**src/rtl/nor_op_sequencer.sv**
```systemverilog
module nor_op_sequencer #(
  parameter int ADDR_W   = 20,
  parameter int DATA_W   = 16,
  parameter int PROG_CYC = 10000,
  parameter int SECT_CYC = 12500000,
  parameter int BLK_CYC  = 12500000,
  parameter int CHIP_CYC = 50000000
) (
  input  logic              clk,
  input  logic              rst_n,
  input  logic              req_valid,
  output logic              req_ready,
  input  logic [1:0]        req_op,
  input  logic [ADDR_W-1:0] req_addr,
  input  logic [DATA_W-1:0] req_data,
  output logic              done,
  output logic              error,
  output logic              bus_wr,
  output logic              bus_rd,
  output logic [ADDR_W-1:0] bus_addr,
  output logic [DATA_W-1:0] bus_wdata,
  input  logic [DATA_W-1:0] bus_rdata,
  input  logic              bus_ack
);

  localparam int MAX_E   = (SECT_CYC > BLK_CYC) ? SECT_CYC : BLK_CYC;
  localparam int MAX_EC  = (MAX_E > CHIP_CYC) ? MAX_E : CHIP_CYC;
  localparam int MAX_CYC = (MAX_EC > PROG_CYC) ? MAX_EC : PROG_CYC;
  localparam int TMR_W   = $clog2(MAX_CYC + 1);

  localparam logic [ADDR_W-1:0] A_LO = ADDR_W'(15'h5555);
  localparam logic [ADDR_W-1:0] A_HI = ADDR_W'(15'h2AAA);
  localparam logic [1:0] OP_PROG = 2'd0, OP_SECT = 2'd1, OP_CHIP = 2'd3;

  typedef enum logic [2:0] {S_IDLE, S_WR, S_WGAP, S_RGAP, S_RD, S_DONE} st_t;

  st_t               st;
  logic [1:0]        op;
  logic [ADDR_W-1:0] addr;
  logic [DATA_W-1:0] wdat, prev;
  logic [2:0]        step;
  logic              have_prev, err;
  logic [1:0]        conf;
  logic [TMR_W-1:0]  tmr, limit;
  logic [ADDR_W-1:0] cmd_addr;
  logic [7:0]        cmd_code;

  wire is_prog   = (op == OP_PROG);
  wire data_step = is_prog && (step == 3'd3);
  wire last_step = is_prog ? (step == 3'd3) : (step == 3'd5);

  always_comb begin
    case (op)
      2'd0:    limit = TMR_W'(PROG_CYC);
      2'd1:    limit = TMR_W'(SECT_CYC);
      2'd2:    limit = TMR_W'(BLK_CYC);
      default: limit = TMR_W'(CHIP_CYC);
    endcase
  end

  always_comb begin
    cmd_addr = A_LO;
    cmd_code = 8'hAA;
    case (step)
      3'd1, 3'd4: begin cmd_addr = A_HI; cmd_code = 8'h55; end
      3'd2:       cmd_code = is_prog ? 8'hA0 : 8'h80;
      3'd5: begin
        cmd_addr = (op == OP_CHIP) ? A_LO : addr;
        cmd_code = (op == OP_CHIP) ? 8'h10 : (op == OP_SECT) ? 8'h30 : 8'h50;
      end
      default: ;
    endcase
  end

  assign req_ready = (st == S_IDLE);
  assign done      = (st == S_DONE);
  assign error     = done && err;
  assign bus_wr    = (st == S_WR);
  assign bus_rd    = (st == S_RD);
  assign bus_addr  = (bus_rd || data_step) ? addr : cmd_addr;
  assign bus_wdata = data_step ? wdat : DATA_W'(cmd_code);

  always_ff @(posedge clk) begin
    if (!rst_n) begin
      st <= S_IDLE; op <= '0; addr <= '0; wdat <= '0; prev <= '0;
      step <= '0; have_prev <= 1'b0; err <= 1'b0; conf <= '0; tmr <= '0;
    end else begin
      case (st)
        S_IDLE: if (req_valid) begin
          op <= req_op; addr <= req_addr; wdat <= req_data;
          step <= '0; err <= 1'b0; st <= S_WR;
        end
        S_WR: if (bus_ack) begin
          if (last_step) begin
            st <= S_RGAP; tmr <= '0; have_prev <= 1'b0; conf <= '0;
          end else begin
            step <= step + 3'd1; st <= S_WGAP;
          end
        end
        S_WGAP: st <= S_WR;
        S_RGAP: begin
          tmr <= tmr + 1'b1;
          if (tmr >= limit) begin err <= 1'b1; st <= S_DONE; end
          else st <= S_RD;
        end
        S_RD: begin
          tmr <= tmr + 1'b1;
          if (bus_ack) begin
            st <= S_RGAP;
            if (conf == 2'd0) begin
              if (have_prev && (bus_rdata[6] == prev[6])) conf <= 2'd1;
              prev <= bus_rdata; have_prev <= 1'b1;
            end else if (bus_rdata == prev) begin
              if (conf == 2'd2) st <= S_DONE;
              else conf <= 2'd2;
            end else begin
              conf <= 2'd0; prev <= bus_rdata;
            end
          end
        end
        default: st <= S_IDLE;
      endcase
    end
  end

  p_excl_r4: assert property (@(posedge clk) disable iff (!rst_n) !(bus_wr && bus_rd));
  p_wr_hold_r4: assert property (@(posedge clk) disable iff (!rst_n)
    (bus_wr && !bus_ack) |=> (bus_wr && $stable(bus_addr) && $stable(bus_wdata)));
  p_rd_hold_r4: assert property (@(posedge clk) disable iff (!rst_n)
    (bus_rd && !bus_ack) |=> (bus_rd && $stable(bus_addr)));
  p_gap_r4: assert property (@(posedge clk) disable iff (!rst_n)
    ((bus_wr || bus_rd) && bus_ack) |=> (!bus_wr && !bus_rd));
  p_idle_quiet_r8: assert property (@(posedge clk) disable iff (!rst_n)
    req_ready |-> (!bus_wr && !bus_rd));
  p_done_pulse_r9: assert property (@(posedge clk) disable iff (!rst_n)
    done |=> (!done && req_ready));
  p_err_with_done_r9: assert property (@(posedge clk) disable iff (!rst_n) error |-> done);
  p_timeout_r7: assert property (@(posedge clk) disable iff (!rst_n)
    (st == S_RGAP && tmr >= limit) |=> (done && error && !bus_rd));

endmodule

```
**config.mk**
```make
export PLATFORM = sky130hd
export DESIGN_NAME = nor_op_sequencer
export DESIGN_NICKNAME = d
export VERILOG_FILES = /design/src/rtl/nor_op_sequencer.sv
export SDC_FILE = /design/constraint.sdc
export NUM_CORES = 1
export LEC_CHECK = 0
export BUFFER_PORTS_ARGS = -buffer_cell sky130_fd_sc_hd__buf_2
export CORE_MARGIN = 5
export CORE_UTILIZATION = 30
export CTS_CLUSTER_DIAMETER = 120
export DETAILED_ROUTE_END_ITERATION = 7
export GPL_TIMING_DRIVEN = 0
export PLACE_DENSITY_LB_ADDON = 0.15
export SYNTH_ARGS = -nofsm -noshare
export SYNTH_HDL_FRONTEND = slang
export SYNTH_SLANG_ARGS = --single-unit
```
**constraint.sdc**
```tcl
create_clock -name clk -period 2.8 [get_ports clk]
set_input_delay 0.56 -clock clk [delete_from_list [all_inputs] [get_ports clk]]
set_output_delay 0.56 -clock clk [all_outputs]
set_load 0.02 [all_outputs]
```
Word-level counts from Yosys, hierarchy flattened:

Index checks and enable logic that the tools add are counted.

* $lt $le $gt $ge: 1
* equality and inequality tests: 26
* add/subtract/negate cells: 2
* reduce and logical (&&, ||, !) cells: 22
* mux-type cells: 44

Operator list (count)
* 26-bit case mux with 2 select lines: 2
* 26-bit 2-to-1 mux: 2
* 16-bit 2-to-1 mux: 3
* 20-bit 2-to-1 mux: 2
* 20-bit case mux with 2 select lines: 1
* 3-bit 2-to-1 mux: 9
* 26-bit by 1-bit adder with 26-bit output, second input constant: 1
* 26-bit greater-or-equal comparator: 1
* 8-bit case mux with 3 select lines: 1
* 16-bit == test: 1
* 3-bit case mux with 5 select lines: 1
* 2-bit 2-to-1 mux: 7
* 7-bit 2-to-1 mux: 2
* 3-bit by 2-bit == test with 1-bit output, second input constant: 4
* 3-bit == test, second input constant: 4
* 3-bit AND reduction: 4
* 1-bit 2-to-1 mux: 9
* 2-bit by 1-bit != test with 1-bit output, second input constant: 4
* 2-bit != test, second input constant: 4
* 2-bit nonzero test: 4
* 2-bit == test, second input constant: 3
* 3-bit by 1-bit == test with 1-bit output, second input constant: 2
* 6-bit 2-to-1 mux: 1
* 3-bit case mux with 2 select lines: 1
* 16 further kinds: 22

* bits in registers: 90
* input bits: 58

Longest topological paths before layout:

* word-level depth: 6
* gate-level depth with buffers: 9
* depth with buffers taken out: 9

Worst setup path before layout:

No wires, ideal clock.

* path type: register to output
* start: reg step[2]
* end: out bus_addr[0]
* setup slack: 437 ps
* stages on the path, launching flop included: 9
* required time: 2240 ps
* data arrival time: 1803 ps
* cell sequence: dfxtp_1 clkbuf_1 inv_1 ha_1 nand2_1 nand2_1 nor2_1 nor2_1 nor2_1

* word-level cells in the longest chain between the ends: 4
* elaborated cells on any way between the ends: 9
* classes of those cells: 4 x eq/ne; 2 x mux; 3 x reduce/logical

RTL lines
* start: declaration: line 41 `logic [2:0] step;`
* start signal: assignment: line 86 `step <= '0; have_prev <= 1'b0; err <= 1'b0; conf <= '0; tmr <= '0;`
* start signal: assignment: line 91 `step <= '0; err <= 1'b0; st <= S_WR;`
* start signal: assignment: line 97 `step <= step + 3'd1; st <= S_WGAP;`
* 3-bit by 1-bit == test with 1-bit output (tied with other cells): line 64 `case (step)`
* 2-bit OR reduction or 1-bit logical AND (tied branches): line 64, 49
* 20-bit case mux with 2 select lines or 1-bit logical OR (tied branches): line 64, 80
* 20-bit 2-to-1 mux *: line 80 `assign bus_addr = (bus_rd || data_step) ? addr : cmd_addr;`
* end: declaration: line 20 `output logic [ADDR_W-1:0] bus_addr,`

Every way passes the cells marked *; elsewhere a longest branch is shown, timed or not.

Worst setup path after layout:

* start: reg step[0]
* end: out bus_addr[5]

Same word-level chain as after synthesis.

==> flow_summary.toml <==
[worst_setup_path]
startpoint_type = "flop"
cp_data_arrival_time_ns = 2.15
worst-setup-path-type = "flop to output pin"
crit_required_ns = 2.24
end_kind = "output pin"
worstPathMaxFanout = 10

[detailed_routing]
dr.pass1.iters = 5
avgViaCountPerCell = 5.21
ant_nets = 0
first_iter_violations = 277
dr_total_vias = 5184
drc_errors = 0
avgRoutedWirePerCell_um = 16.2
wl_mm = 16.1

[timing]
min_period_ns = 2.71
tightestPinTransition_ns = 0.923
hold_viol_final = 0
slew_headroom_pct = 37.9
fin_setup_tns_ns = 0
finalSetupViolations = 0
final_max_slew_viol_count = 0
post-route-period-util_pct = 96.9
max_freq_mhz = 369
fin_skew_ns = 0.00694

[layout]
num_antenna_cells = 0
seqCellArea_mm2 = 0.00181
fillers = 1782
nets = 858
multi_input_area_mm2 = 0.00310
fin_area_mm2 = 0.00630
area_growth_pct = 22.7
drive_above_1_share_pct = 19.0

[yosys]
syn-num-nets = 749
synth_seq_cells = 90
synth_edf_count = 0
synth_mux_area_share_pct = 0.585
synth_xor_area_share_pct = 4.26
yosysSeqAreaShare_pct = 35.1
syn_inst = 662
synth_top_family_by_area = "simple AND/OR/NAND/NOR gates"
ys.flop_type = "dfxtp_1"
synth_compound_area_share_pct = 20.0
syn_area_mm2 = 0.00513
yosysWarnings = 0
synth.avg_cell_area_um2 = 7.76
synthAdderAreaFrac_pct = 7.07
async_reset_ff_share_pct = 0
synth-simple-area-share_pct = 27.7
synth_cell_types = 55

[min_path]
hold_path.class = "input port to flop"

[placed_design]
place_area_mm2 = 0.00590
gp_congestion = 0.834
io_buffers = 97
post-dp-hpwl_mm = 12.1

[global_routing]
grt_max_degree = 15
antenna_found_initial = 0
grt_usage_pct = 16.1
grt_pass1_wl_mm = 26.4
grt_pass1_vias = 5263
grt.overflow.total = 0

[cts]
worstSkewPairLatency_ns = 0.35
cts_sinks = 90
clk_pin_slew_ns = 0.06
hold_buffers = 0
clk_path_buf_depth = 2
cts_made_buffers = 9
cts_tree = "yes"
clockRootBuffer = "clkbuf_16"
ctsHtreeMaxLevel = 3

[floorplanning]
fp.coreArea_mm2 = 0.0167
die_y_um = 141
fp-row-count = 47
die_x_um = 141
io_pins = 99
fp.dieArea_mm2 = 0.0198
start_util_pct = 30.7

[flow_run]
maxCapViolCount = 0

[power]
p_leak_nw = 2.56
ir_drop_mv = 0.365
power_density_mw_per_mm2 = 497

[outcome]
status = "completed"
kinds of logic after synthesis:
family | Yosys count
AOI/OAI and AO/OA | 164
xor gates and xnor gates | 25
adders and majority gates | 29
buffers and inverters | 67
DFF | 90
muxes | 3
and+or+nand+nor | 284
state kept, by name (all words and copies together), names as in the netlist, 2 cells and up:
name / cells
prev: 16
op: 2
conf: 2
step: 3
tmr: 26
addr: 20
st: 3
wdat: 16
final cells by class:
class                      count  share of cell area [%]
buffer                        44                    3.06
clock buffer                  10                    3.79
clock inverter                 5                    1.63
inverter                      22                    1.31
multi-input combinational    505                    49.2
sequential                    90                    28.7
tap                          220                    4.37
timing repair buffer          99                    7.94
worst paths after layout:
path	start	to	cells after the start	slack, ns
worst max-delay path	step[0]	bus_addr[5]	8	0.09
worst min-delay path	req_addr[4]	addr[4]	3	0.45
worst max register to register	prev[6]	st[1]	6	0.34
worst min register to register	addr[16]	addr[16]	2	0.45
metrics by stage:
| step | hold slack, ns | util [%] | instances | worst slack [ns] | power, mW |
|---|---|---|---|---|---|
| after floorplan | 0.429 | - | 662 | 0.437 | 1.61 |
| after global placement | 0.438 | 35.3 | 979 | -0.0872 | 1.74 |
| after detailed placement | 0.444 | 35.3 | 979 | -0.121 | 1.75 |
| after CTS | 0.436 | 37.5 | 993 | -0.00130 | 3.18 |
| after global routing | 0.441 | 37.7 | 995 | -0.0588 | 3.27 |
| final | 0.449 | 37.7 | 995 | 0.0873 | 3.13 |
worst max-delay path, stage by stage, from the launching register on:
cell      delay, ns
dfxtp_2        0.35
ha_1           0.21
ha_1           0.22
nand2_2        0.15
nand2_4        0.09
a31o_2         0.26
clkbuf_4       0.19
a21o_1         0.19
buf_2          0.15
synth_stat cells, types with 16 or more instances:
cell | number | area share [%]
dfxtp_1 | 90 | 35
o311ai_0 | 16 | 2.7
ha_1 | 29 | 7.1
o21ai_0 | 17 | 1.7
and3_1 | 17 | 2.1
a31oi_1 | 18 | 2.2
nor2_1 | 46 | 3.4
a21oi_1 | 72 | 7.0
nand2_1 | 110 | 8.0
clkbuf_1 | 34 | 2.5
nor3_1 | 20 | 1.9
nand4_1 | 28 | 3.4
xnor2_1 | 19 | 3.2
inv_1 | 21 | 1.5
per-layer routing:
layer / GRT usage (%) / wire [um] / vias to the layer above
met5: 0 / 0 / -
met4: 3.98 / 155 / 0
met3: 4.10 / 817 / 13
met2: 27.1 / 7920 / 117
met1: 20.8 / 7250 / 2454
li1: - / - / 2600
report_power, final:
| part | switching (mW) | internal, mW |
|---|---|---|
| registers | 0.0226 | 1.32 |
| clock network | 0.519 | 0.890 |
| logic | 0.240 | 0.139 |
repair_timing:
| item | in CTS | in global routing |
|---|---|---|
| setup buffers | 0 | 2 |
| endpoints found under the setup margin | 26 | 25 |
| pin swaps | 0 | 1 |
| resized for setup | 10 | 10 |
cell usage in the layout, fill, tap and decap left out, drive strengths merged, types with 3 or more instances in the layout:
cell type and instances:
nand2 110, buf 110, dfxtp 90, a21oi 72, nor2 46, clkbuf 43, ha 29, nand4 28
inv 22, nor3 20, xnor2 19, a31oi 18, o21ai 18, and3 17, nand3 17, o311ai 16
and2 11, o31ai 11, or4 11, a21o 10, xor2 6, or3 6, nor2b 4, a31o 4
mux2i 3, a211oi 3, o21a 3, bufinv 3
(Power assumes the default switching activity.)
